**config.mk**
```make
export PLATFORM = sky130hd
export DESIGN_NAME = burst_write_slave
export DESIGN_NICKNAME = d
export VERILOG_FILES = /design/src/rtl/bw_pkg.sv /design/src/rtl/bw_fifo.sv /design/src/rtl/bw_ctrl.sv /design/src/rtl/bw_datapath.sv /design/src/rtl/burst_write_slave.sv
export SDC_FILE = /design/constraint.sdc
export NUM_CORES = 1
export LEC_CHECK = 0
export ABC_AREA = 1
export BUFFER_PORTS_ARGS = -buffer_cell sky130_fd_sc_hd__buf_4
export CAP_MARGIN = 10
export CORE_MARGIN = 2
export CORE_UTILIZATION = 31
export CTS_CLUSTER_DIAMETER = 120
export DETAILED_ROUTE_END_ITERATION = 10
export PLACE_DENSITY = 0.55
export SLEW_MARGIN = 30
export SYNTH_ARGS = -nofsm -noshare
export SYNTH_HDL_FRONTEND = slang
export SYNTH_SLANG_ARGS = --single-unit
```
**constraint.sdc**
```tcl
create_clock -name clk -period 11 [get_ports clk]
set_clock_uncertainty 0.2 [all_clocks]
set_input_delay 2.2 -clock clk [delete_from_list [all_inputs] [get_ports clk]]
set_output_delay 2.2 -clock clk [all_outputs]
set_load 0.02 [all_outputs]
```
**src/rtl/bw_pkg.sv**
```systemverilog
package bw_pkg;
  typedef enum logic [1:0] {
    ST_IDLE    = 2'd0,
    ST_BURST   = 2'd1,
    ST_RELEASE = 2'd2
  } bwState_t;

  typedef struct packed {
    logic capture;
    logic push;
    logic firstBeat;
  } bwStrobe_t;
endpackage

```
**src/rtl/bw_fifo.sv**
```systemverilog
module bw_fifo #(
  parameter int WIDTH = 8,
  parameter int DEPTH = 4
) (
  input  logic             clk,
  input  logic             rstN,
  input  logic             pushEn,
  input  logic [WIDTH-1:0] pushData,
  input  logic             popEn,
  output logic [WIDTH-1:0] popData,
  output logic             notEmpty,
  output logic             full
);
  localparam int PTR_W = (DEPTH > 1) ? $clog2(DEPTH) : 1;
  localparam int CNT_W = $clog2(DEPTH + 1);

  logic [WIDTH-1:0] mem [DEPTH];
  logic [PTR_W-1:0] wrPtr, rdPtr;
  logic [CNT_W-1:0] count;
  logic doPush, doPop;

  assign full     = (count == CNT_W'(DEPTH));
  assign notEmpty = (count != '0);
  assign doPush   = pushEn && !full;
  assign doPop    = popEn && notEmpty;
  assign popData  = mem[rdPtr];

  function automatic logic [PTR_W-1:0] nextPtr(input logic [PTR_W-1:0] p);
    return (p == PTR_W'(DEPTH - 1)) ? '0 : p + 1'b1;
  endfunction

  always_ff @(posedge clk) begin
    if (doPush) mem[wrPtr] <= pushData;
  end

  always_ff @(posedge clk or negedge rstN) begin
    if (!rstN) begin
      wrPtr <= '0;
      rdPtr <= '0;
      count <= '0;
    end else begin
      if (doPush) wrPtr <= nextPtr(wrPtr);
      if (doPop)  rdPtr <= nextPtr(rdPtr);
      case ({doPush, doPop})
        2'b10:   count <= count + 1'b1;
        2'b01:   count <= count - 1'b1;
        default: count <= count;
      endcase
    end
  end
endmodule

```
**src/rtl/bw_ctrl.sv**
```systemverilog
module bw_ctrl
  import bw_pkg::*;
#(
  parameter int         BEATS   = 4,
  parameter int         BE_W    = 8,
  parameter logic [3:0] CHIP_ID = 4'h5
) (
  input  logic            clk,
  input  logic            rstN,
  input  logic            selN,
  input  logic [3:0]      hostChipId,
  input  logic [BE_W-1:0] hostBe,
  input  logic            hostRdEn,
  input  logic            hostBurst,
  input  logic            fifoFull,
  output bwStrobe_t       strobe,
  output logic            ackN,
  output logic            ackOe
);
  localparam int BEAT_W = (BEATS > 1) ? $clog2(BEATS) : 1;

  bwState_t          state, stateNext;
  logic [BEAT_W-1:0] beatCnt;
  logic              accessOk, beatGo, lastBeat;

  assign accessOk = !selN && (hostChipId == CHIP_ID) && (|hostBe) && hostBurst && !hostRdEn;
  assign beatGo   = (state == ST_BURST) && !fifoFull;
  assign lastBeat = beatGo && (beatCnt == BEAT_W'(BEATS - 1));

  assign strobe.capture   = (state != ST_BURST) && accessOk;
  assign strobe.push      = beatGo;
  assign strobe.firstBeat = (beatCnt == '0);

  assign ackN  = !beatGo;
  assign ackOe = (state != ST_IDLE);

  always_comb begin
    stateNext = state;
    case (state)
      ST_IDLE:    if (accessOk) stateNext = ST_BURST;
      ST_BURST:   if (lastBeat) stateNext = ST_RELEASE;
      ST_RELEASE: stateNext = accessOk ? ST_BURST : ST_IDLE;
      default:    stateNext = ST_IDLE;
    endcase
  end

  always_ff @(posedge clk or negedge rstN) begin
    if (!rstN) begin
      state   <= ST_IDLE;
      beatCnt <= '0;
    end else begin
      state <= stateNext;
      if (strobe.capture)   beatCnt <= '0;
      else if (beatGo)      beatCnt <= lastBeat ? '0 : beatCnt + 1'b1;
    end
  end
endmodule

```
**src/rtl/bw_datapath.sv**
```systemverilog
module bw_datapath
  import bw_pkg::*;
#(
  parameter int ADDR_W = 19,
  parameter int DATA_W = 64,
  parameter int BE_W   = 8,
  parameter int TYPE_W = 2,
  parameter int DEPTH  = 4
) (
  input  logic              clk,
  input  logic              rstN,
  input  bwStrobe_t         strobe,
  input  logic [ADDR_W-1:0] hostAddr,
  input  logic [TYPE_W-1:0] hostType,
  input  logic [DATA_W-1:0] hostData,
  input  logic [BE_W-1:0]   hostBe,
  input  logic              drainReq,
  output logic              drainValid,
  output logic [ADDR_W-1:0] drainAddr,
  output logic [TYPE_W-1:0] drainType,
  output logic [DATA_W-1:0] drainData,
  output logic [BE_W-1:0]   drainBe,
  output logic              fifoFull
);
  localparam int ENTRY_W = ADDR_W + TYPE_W + DATA_W + BE_W;

  logic [ADDR_W-1:0]  curAddr;
  logic [TYPE_W-1:0]  capType;
  logic [DATA_W-1:0]  capData, beatData;
  logic [BE_W-1:0]    capBe, beatBe;
  logic [ENTRY_W-1:0] pushEntry, headEntry;

  always_ff @(posedge clk or negedge rstN) begin
    if (!rstN) begin
      curAddr <= '0;
      capType <= '0;
      capData <= '0;
      capBe   <= '0;
    end else if (strobe.capture) begin
      curAddr <= hostAddr;
      capType <= hostType;
      capData <= hostData;
      capBe   <= hostBe;
    end else if (strobe.push) begin
      curAddr <= curAddr + 1'b1;
    end
  end

  assign beatData  = strobe.firstBeat ? capData : hostData;
  assign beatBe    = strobe.firstBeat ? capBe   : hostBe;
  assign pushEntry = {curAddr, capType, beatData, beatBe};

  bw_fifo #(.WIDTH(ENTRY_W), .DEPTH(DEPTH)) beatBuf (
    .clk      (clk),
    .rstN     (rstN),
    .pushEn   (strobe.push),
    .pushData (pushEntry),
    .popEn    (drainReq),
    .popData  (headEntry),
    .notEmpty (drainValid),
    .full     (fifoFull)
  );

  assign {drainAddr, drainType, drainData, drainBe} = headEntry;
endmodule

```
**src/rtl/burst_write_slave.sv**
```systemverilog
module burst_write_slave
  import bw_pkg::*;
#(
  parameter int         ADDR_W     = 19,
  parameter int         DATA_W     = 64,
  parameter int         FIFO_DEPTH = 4,
  parameter logic [3:0] CHIP_ID    = 4'h5
) (
  input  logic                  clk,
  input  logic                  rstN,
  input  logic                  selN,
  input  logic [ADDR_W-1:0]     hostAddr,
  input  logic [1:0]            hostType,
  input  logic [3:0]            hostChipId,
  input  logic [DATA_W-1:0]     hostData,
  input  logic [DATA_W/8-1:0]   hostBe,
  input  logic                  hostRdEn,
  input  logic                  hostBurst,
  output logic                  ackN,
  output logic                  ackOe,
  input  logic                  drainReq,
  output logic                  drainValid,
  output logic [ADDR_W-1:0]     drainAddr,
  output logic [1:0]            drainType,
  output logic [DATA_W-1:0]     drainData,
  output logic [DATA_W/8-1:0]   drainBe
);
  localparam int BE_W  = DATA_W / 8;
  localparam int BEATS = 256 / DATA_W;

  bwStrobe_t strobe;
  logic      fifoFull;

  bw_ctrl #(.BEATS(BEATS), .BE_W(BE_W), .CHIP_ID(CHIP_ID)) ctrl (
    .clk        (clk),
    .rstN       (rstN),
    .selN       (selN),
    .hostChipId (hostChipId),
    .hostBe     (hostBe),
    .hostRdEn   (hostRdEn),
    .hostBurst  (hostBurst),
    .fifoFull   (fifoFull),
    .strobe     (strobe),
    .ackN       (ackN),
    .ackOe      (ackOe)
  );

  bw_datapath #(
    .ADDR_W (ADDR_W),
    .DATA_W (DATA_W),
    .BE_W   (BE_W),
    .TYPE_W (2),
    .DEPTH  (FIFO_DEPTH)
  ) dpath (
    .clk        (clk),
    .rstN       (rstN),
    .strobe     (strobe),
    .hostAddr   (hostAddr),
    .hostType   (hostType),
    .hostData   (hostData),
    .hostBe     (hostBe),
    .drainReq   (drainReq),
    .drainValid (drainValid),
    .drainAddr  (drainAddr),
    .drainType  (drainType),
    .drainData  (drainData),
    .drainBe    (drainBe),
    .fifoFull   (fifoFull)
  );
endmodule

```
==> qor.yml, run 1 <==
status:
  status: "finished, final reports clean"
floorplanning:
  die_w_um: 254
  start_util: 0.314
  io_pins: 199
  rows: 91
  dieHeight_um: 254
  fp.coreArea_um2: 61800
  die-area_um2: 64600
logic_synthesis:
  syn_area_um2: 19400
  synthCells: 1696
  ys_ff_latch: 476
  synth-main-ff-cell: "edfxtp_1"
  yosysMostFrequentCell: "edfxtp_1"
  ys_async_sr_fraction: 0.218
  yosysUniqueCellTypes: 30
  syn_area_per_cell_um2: 11.4
  synth_edf_count: 372
  ys_top_cells_by_area: "edfxtp_1 58%, dfrtp_1 13%, o21ai_0 7.0%"
  synth_warnings: 0
  synth.largest_area_cell: "edfxtp_1"
  yosysTopAreaCellShare: 0.576
  yosys-top-cells-count: "372 x edfxtp_1, 272 x o21ai_0, 256 x nand2_1"
  yosysSeqAreaShare: 0.710
  syn_nets: 1809
power:
  ir_worst_vdd_mv: 0.152
  p_sw_frac: 0.376
  comb_power_share: 0.349
  netSwitchingPower_mw: 2.40
  seqPwrFrac: 0.400
  pwr-share-clk: 0.251
  powerDensity_nw_per_um2: 275
  p_leak_nw: 8.87
  finalPower_mw: 6.39
  power.internal_mw: 3.99
clocking:
  cts_buffers: 51
  cts_tree: "built"
  hold_buffers: 0
  cts_max_level: 2
  clock_path_buffers: 3
  cts_resized: 0
  clock_latency_ns: 0.59
  cts-root-buf: "clkbuf_16"
  post_cts_buffers: 0
  cts.clk_slew.worst_paths_ns: 0.06
  cts_sinks: 476
timing:
  finalSetupTns_ns: 0
  fmax_ghz: 0.171
  min_period_over_period: 0.530
  drv_slew: 0
  max_slew_margin: 0.437
  rsz0062_at_grt: "no"
  worst_slew_pin_slew_ns: 0.844
  hold_viol_final: 0
  min_period_ns: 5.83
  fin_hold_ws_ns: 0.276
  setup_viol_count_final: 0
critical_path:
  path_max_fanout: 62
  cpMostUsedCell: "buf_4"
  worst-r2r-setup-slack_ns: 7.89
  worst_ep_required_time_ns: 8.60
  crit_chain: "clkinv_2 > buf_4 > o21ai_0 > o22ai_1 > buf_4"
  cp_slowest_cell: "buf_4"
  max_stage_delay_ns: 0.70
  critPathArrivalTime_ns: 3.43
  crit_family: "buffers and inverters"
  start_kind: "register"
  endpoint_kind: "primary output"
  critical_path_buf_inv_count: 3
  critical_path_class: "register to primary output"
run:
  maxCapViolCount: 0
drt:
  routedWlPerCell_um: 18.1
  drtIter0Drc: 955
  drc: 0
  num_vias: 13023
  avgViaCountPerCell: 4.74
  drtAntennaViolNets: 0
  drtPass1Iterations: 5
  routed_wl_um: 49700
placement:
  dpl.hpwl_um: 28700
  placed_cell_area_um2: 21700
  gp_congestion: 0.819
  numPortBuffers: 198
global_routing:
  overflow: 0
  grt_pass1_wl_um: 75300
  grt_max_degree: 107
  grt_pass1_vias: 12528
  grt_usage: 0.153
  antenna_found_initial: 0
final_layout:
  nets: 1980
  areaGrowthSynthToFinish_pct: 19.9
  drive_above_1_share: 0.166
  post-route-cell-area_um2: 23300
  final_util: 0.376
min_path:
  hold_class: "register to register"
logic make-up (layout without fill, tap and decap cells):
kind of cell / after synthesis / after routing / share of synthesized area
simple gates: 528 / 528 / 0.108
flops: 476 / 476 / 0.710
compound gates: 442 / 442 / 0.121
buf+inv: 234 / 446 / 0.0520
fa+ha+maj: 10 / 10 / 0.00684
xor+xnor: 6 / 6 / 0.00271
other cells: 0 / 1 / 0
registers in the layout, summed over array words and instances, names as in the netlist, 3 cells and up:
name                 cells
dpath.curAddr           19
dpath.capBe              8
dpath.capData           64
dpath.beatBuf.count      3
dpath.beatBuf.mem      372
final cells by class:
| cell class | instances | area, µm² |
|---|---|---|
| clock buffers | 71 | 1420 |
| multi-input cells | 986 | 4660 |
| well taps | 837 | 1050 |
| clock inverters | 23 | 148 |
| fillers | 6015 | 38600 |
| inverters | 135 | 513 |
| flip-flops and latches | 476 | 13800 |
| repair buffers | 217 | 1690 |
| diodes | 1 | 2.50 |
cell usage in the layout (no fill, tap or decap), drive strengths merged, types with 3 or more instances in the layout:
master    instances
nand4             9
nand3            41
a21oi             5
buf             217
clkinvlp          3
clkbuf           71
edfxtp          372
dfrtp           104
nor2            217
xor2              4
o21ai           343
nand2           258
o22ai            93
ha                9
clkinv           18
inv             137
path summary, 6_finish.rpt:
check / from / end / cells after the start
hold / removal: dpath.beatBuf.count[0] / dpath.beatBuf.count[0] / 1
min in group asynchronous: rstN / dpath.curAddr[5] / 1
hold reg to reg: dpath.beatBuf.count[0] / dpath.beatBuf.count[0] / 1
max in group asynchronous: rstN / dpath.beatBuf.rdPtr[0] / 2
setup / recovery: dpath.beatBuf.rdPtr[1] / drainData[62] / 5
setup reg to reg: ctrl.state[1] / dpath.beatBuf.mem[3][16] / 9
per-layer routing:
layer / wire [µm] / GRT usage
met4: 770 / 0.0318
met2: 23200 / 0.248
met1: 23000 / 0.215
met5: 0 / 0
met3: 2820 / 0.0296
stage by stage:
step	std cells	setup slack, ns
6_report	2746	5.17
4_1_cts	2745	5.05
5_1_grt	2745	4.97
2_1_floorplan	1696	5.44
3_5_place_dp	2651	5.71
3_3_place_gp	2649	5.49
power groups by stage:
stage               combinational [mW]  sequential (mW)  clock [mW]
detailed placement                2.27             2.59           0
finish                            2.23             2.56        1.60
CTS                               2.28             2.56        1.66
floorplan                         1.38             2.53           0
global placement                  2.19             2.62           0
global route                      2.45             2.59        1.73
worst reg2reg max path, delay by kind of cell (launching register included):
| family | cells | cell delay, ns |
|---|---|---|
| simple gates | 3 | 0.36 |
| flops | 1 | 0.36 |
| buf+inv | 6 | 1.86 |
(Power assumes the default switching activity.)
==> run 2: changes to the inputs <==
--- a/config.mk
+++ b/config.mk
@@ -5,7 +5,7 @@
 export SDC_FILE = /design/constraint.sdc
 export NUM_CORES = 1
 export LEC_CHECK = 0
-export ABC_AREA = 1
+export ABC_AREA = 0
 export BUFFER_PORTS_ARGS = -buffer_cell sky130_fd_sc_hd__buf_4
 export CAP_MARGIN = 10
 export CORE_MARGIN = 2
==> constraint.sdc (replaced) <==
create_clock -name clk -period 5.6 [get_ports clk]
set_clock_uncertainty 0.2 [all_clocks]
set_input_delay 1.12 -clock clk [delete_from_list [all_inputs] [get_ports clk]]
set_output_delay 1.12 -clock clk [all_outputs]
set_load 0.02 [all_outputs]
==> run 2 against run 1 <==
  * Total power up 91%
  * Synthesized area down 3.3%
  * Register-to-register slack worse by 5.2 ns
  * Core utilization up 0.73 points
  * Design area down 1.0%
  * Global-route usage down 0.82 points
  * Setup slack worse by 3.6 ns
  * Clock-buffer cell count up 1
  * Critical path depth down 2
  * Sequential share of layout area up 0.62 points
  * Final cell count down 23%
==> qor.yml, run 2 <==
logic_synthesis:
  synthCells: 1069  # -37%
  synth_edf_count: 372  # unchanged
  ys_ff_latch: 476  # unchanged
  synth_warnings: 0  # unchanged
  yosysUniqueCellTypes: 50  # +67%
  syn_area_um2: 18800  # -3.3%
  yosysMostFrequentCell: "edfxtp_1"
  synth.largest_area_cell: "edfxtp_1"
  syn_area_per_cell_um2: 17.5  # +53%
  synth-main-ff-cell: "edfxtp_1"
  yosys-top-cells-count: "372 x edfxtp_1, 239 x nand2_1, 104 x dfrtp_1"
  yosysSeqAreaShare: 0.735  # +0.0246
  ys_top_cells_by_area: "edfxtp_1 60%, dfrtp_1 14%, mux4_2 11%"
  yosysTopAreaCellShare: 0.596  # +0.0199
  syn_nets: 1182  # -35%
  ys_async_sr_fraction: 0.218  # unchanged
timing:
  drv_slew: 0  # unchanged
  worst_slew_pin_slew_ns: 1.03  # +0.186 ns
  setup_viol_count_final: 0  # unchanged
  finalSetupTns_ns: 0  # unchanged
  rsz0062_at_grt: "no"
  max_slew_margin: 0.307  # -0.130
  hold_viol_final: 0  # unchanged
  fin_hold_ws_ns: 0.265  # -0.0109 ns
  min_period_over_period: 0.723
  fmax_ghz: 0.247
  finalWorstSetupSlack_ns: 1.55  # -3.61 ns
  min_period_ns: 4.05
critical_path:
  worst_ep_required_time_ns: 4.28  # -4.32 ns
  critPathArrivalTime_ns: 2.73  # -0.70 ns
  endpoint_kind: "primary output"
  critical_path_class: "register to primary output"
  path_max_fanout: 51  # -18%
  start_kind: "register"
global_routing:
  grt-busiest-layer: "met2"
  grt_use_met2: 0.245  # -0.00313
  grt_pass1_wl_um: 68200  # -9.5%
  overflow: 0  # unchanged
  grt_pass1_vias: 10719  # -14%
  antenna_found_initial: 1  # +1
  grt_max_degree: 62  # -42%
  met1_usage: 0.193  # -0.0225
  grt_usage: 0.145  # -0.00821
  use_met3: 0.0276  # -0.00196
floorplanning:
  fp.coreArea_um2: 60000  # -2.9%
  rows: 90  # -1.1%
  die-area_um2: 62500  # -3.3%
  die_w_um: 250  # -1.7%
  io_pins: 199  # unchanged
  start_util: 0.312  # -0.00138
  dieHeight_um: 250  # -1.7%
final_layout:
  drive_above_1_share: 0.366  # +0.200
  n_fill_cell: 5526  # -8.1%
  seqCellArea_um2: 13800  # unchanged
  largest-register: "dpath.beatBuf.mem"
  nets: 1405  # -29%
  multi_input_area_um2: 4770  # +2.4%
  top_regs: "dpath.beatBuf.mem x372, dpath.capData x64, dpath.curAddr x19"
  final_common_cell: "edfxtp_1"
  post-route-cell-area_um2: 23000  # -1.0%
  areaGrowthSynthToFinish_pct: 22.8
  antenna_cells: 0  # -1
  largest_reg_flops: 372  # unchanged
  final_cell_mix: "372 x edfxtp_1, 239 x nand2_1, 212 x buf_4, 102 x dfrtp_1, 93 x mux4_2"
run:
  maxCapViolCount: 0  # unchanged
placement:
  dpl.hpwl_um: 27000  # -5.9%
  placed_cell_area_um2: 21300  # -1.7%
  numPortBuffers: 198  # unchanged
  dp_slack_ns: 2.06  # -3.65 ns
  gp_congestion: 0.732  # -11%
clocking:
  post_cts_buffers: 0  # unchanged
  cts-root-buf: "clkbuf_16"
  cts_tree: "built"
  clock_latency_ns: 0.57  # -0.02 ns
  cts.clk_slew.worst_paths_ns: 0.06  # about the same
  cts_sinks: 476  # unchanged
  cts_buffers: 51  # unchanged
  hold_buffers: 0  # unchanged
  cts_max_level: 2  # unchanged
  cts_resized: 0  # unchanged
  clock_path_buffers: 3  # unchanged
power:
  pwr-share-clk: 0.278  # +0.027
  netSwitchingPower_mw: 3.81  # +59%
  power.internal_mw: 8.38  # +110%
  ir_worst_vdd_mv: 0.225  # +48%
  p_leak_nw: 8.53  # -3.9%
  seqPwrFrac: 0.415  # +0.015
  comb_power_share: 0.307  # -0.042
  powerDensity_nw_per_um2: 529  # +93%
  p_sw_frac: 0.312  # -0.0631
drt:
  drtAntennaViolNets: 0  # unchanged
  drc: 0  # unchanged
  routed_wl_um: 45300  # -9.0%
  drtPass1Iterations: 5  # unchanged
  routedWlPerCell_um: 21.4  # +18%
  drtIter0Drc: 617  # -35%
  avgViaCountPerCell: 4.78  # +0.84%
  num_vias: 10120  # -22%
min_path:
  hold_class: "primary input to asynchronous set/reset pin"
status:
  status: "finished, final reports clean"
[run 2: power groups by stage]
stage	sequential, mW	combinational, mW	clock [mW]
after floorplan	4.93	2.50	0
after global placement	5.12	3.76	0
after detailed placement	5.15	3.84	0
after CTS	5.08	3.85	3.50
after global routing	5.14	4.04	3.63
final	5.05	3.74	3.39
[run 2: through the flow]
stage / total power [mW] / cells / utilization
3_3_place_gp: 8.88 / 2017 / 0.354
6_report: 12.2 / 2116 / 0.384
2_1_floorplan: 7.43 / 1069 / -
4_1_cts: 12.4 / 2116 / 0.384
3_5_place_dp: 8.98 / 2021 / 0.355
5_1_grt: 12.8 / 2116 / 0.384
[run 2: cell type report]
class,count,share of cell area
sequential,476,0.599
tap,782,0.0425
clock inverter,23,0.0102
timing repair buffer,220,0.0764
multi-input combinational,534,0.207
inverter,9,0.00147
clock buffer,72,0.0637
[run 2: worst paths after layout]
check                                        from                       end  slack, ns  cells after the start
setup / recovery           dpath.beatBuf.rdPtr[0]              drainData[6]       1.55                      3
hold / removal                               rstN         dpath.curAddr[12]       0.27                      1
setup reg to reg                    ctrl.state[0]  dpath.beatBuf.mem[3][48]       2.65                      3
hold reg to reg                 dpath.capData[29]         dpath.capData[29]       0.27                      2
max in group asynchronous                    rstN         dpath.capData[52]       3.93                      2
min in group clk                dpath.capData[29]         dpath.capData[29]       0.27                      2
[run 2: cells by family after synthesis]
| logic type | synth area share |
|---|---|
| mux | 0.156 |
| simple gates | 0.0712 |
| xor+xnor | 0.00420 |
| flops | 0.735 |
| buf+inv | 0.0131 |
| compound gates | 0.0137 |
| fa+ha+maj | 0.00707 |
[run 2: critical path, cell delays in order, from the launching register on]
cell     delay, ns
dfrtp_4       0.81
buf_12        0.46
mux4_2        0.60
buf_4         0.18
[run 2: metal layers]
| metal | part of all wire | vias up |
|---|---|---|
| li1 | - | 4533 |
| met1 | 0.44 | 5311 |
| met2 | 0.49 | 214 |
| met3 | 0.044 | 62 |
| met4 | 0.020 | 0 |
| met5 | 0 | - |
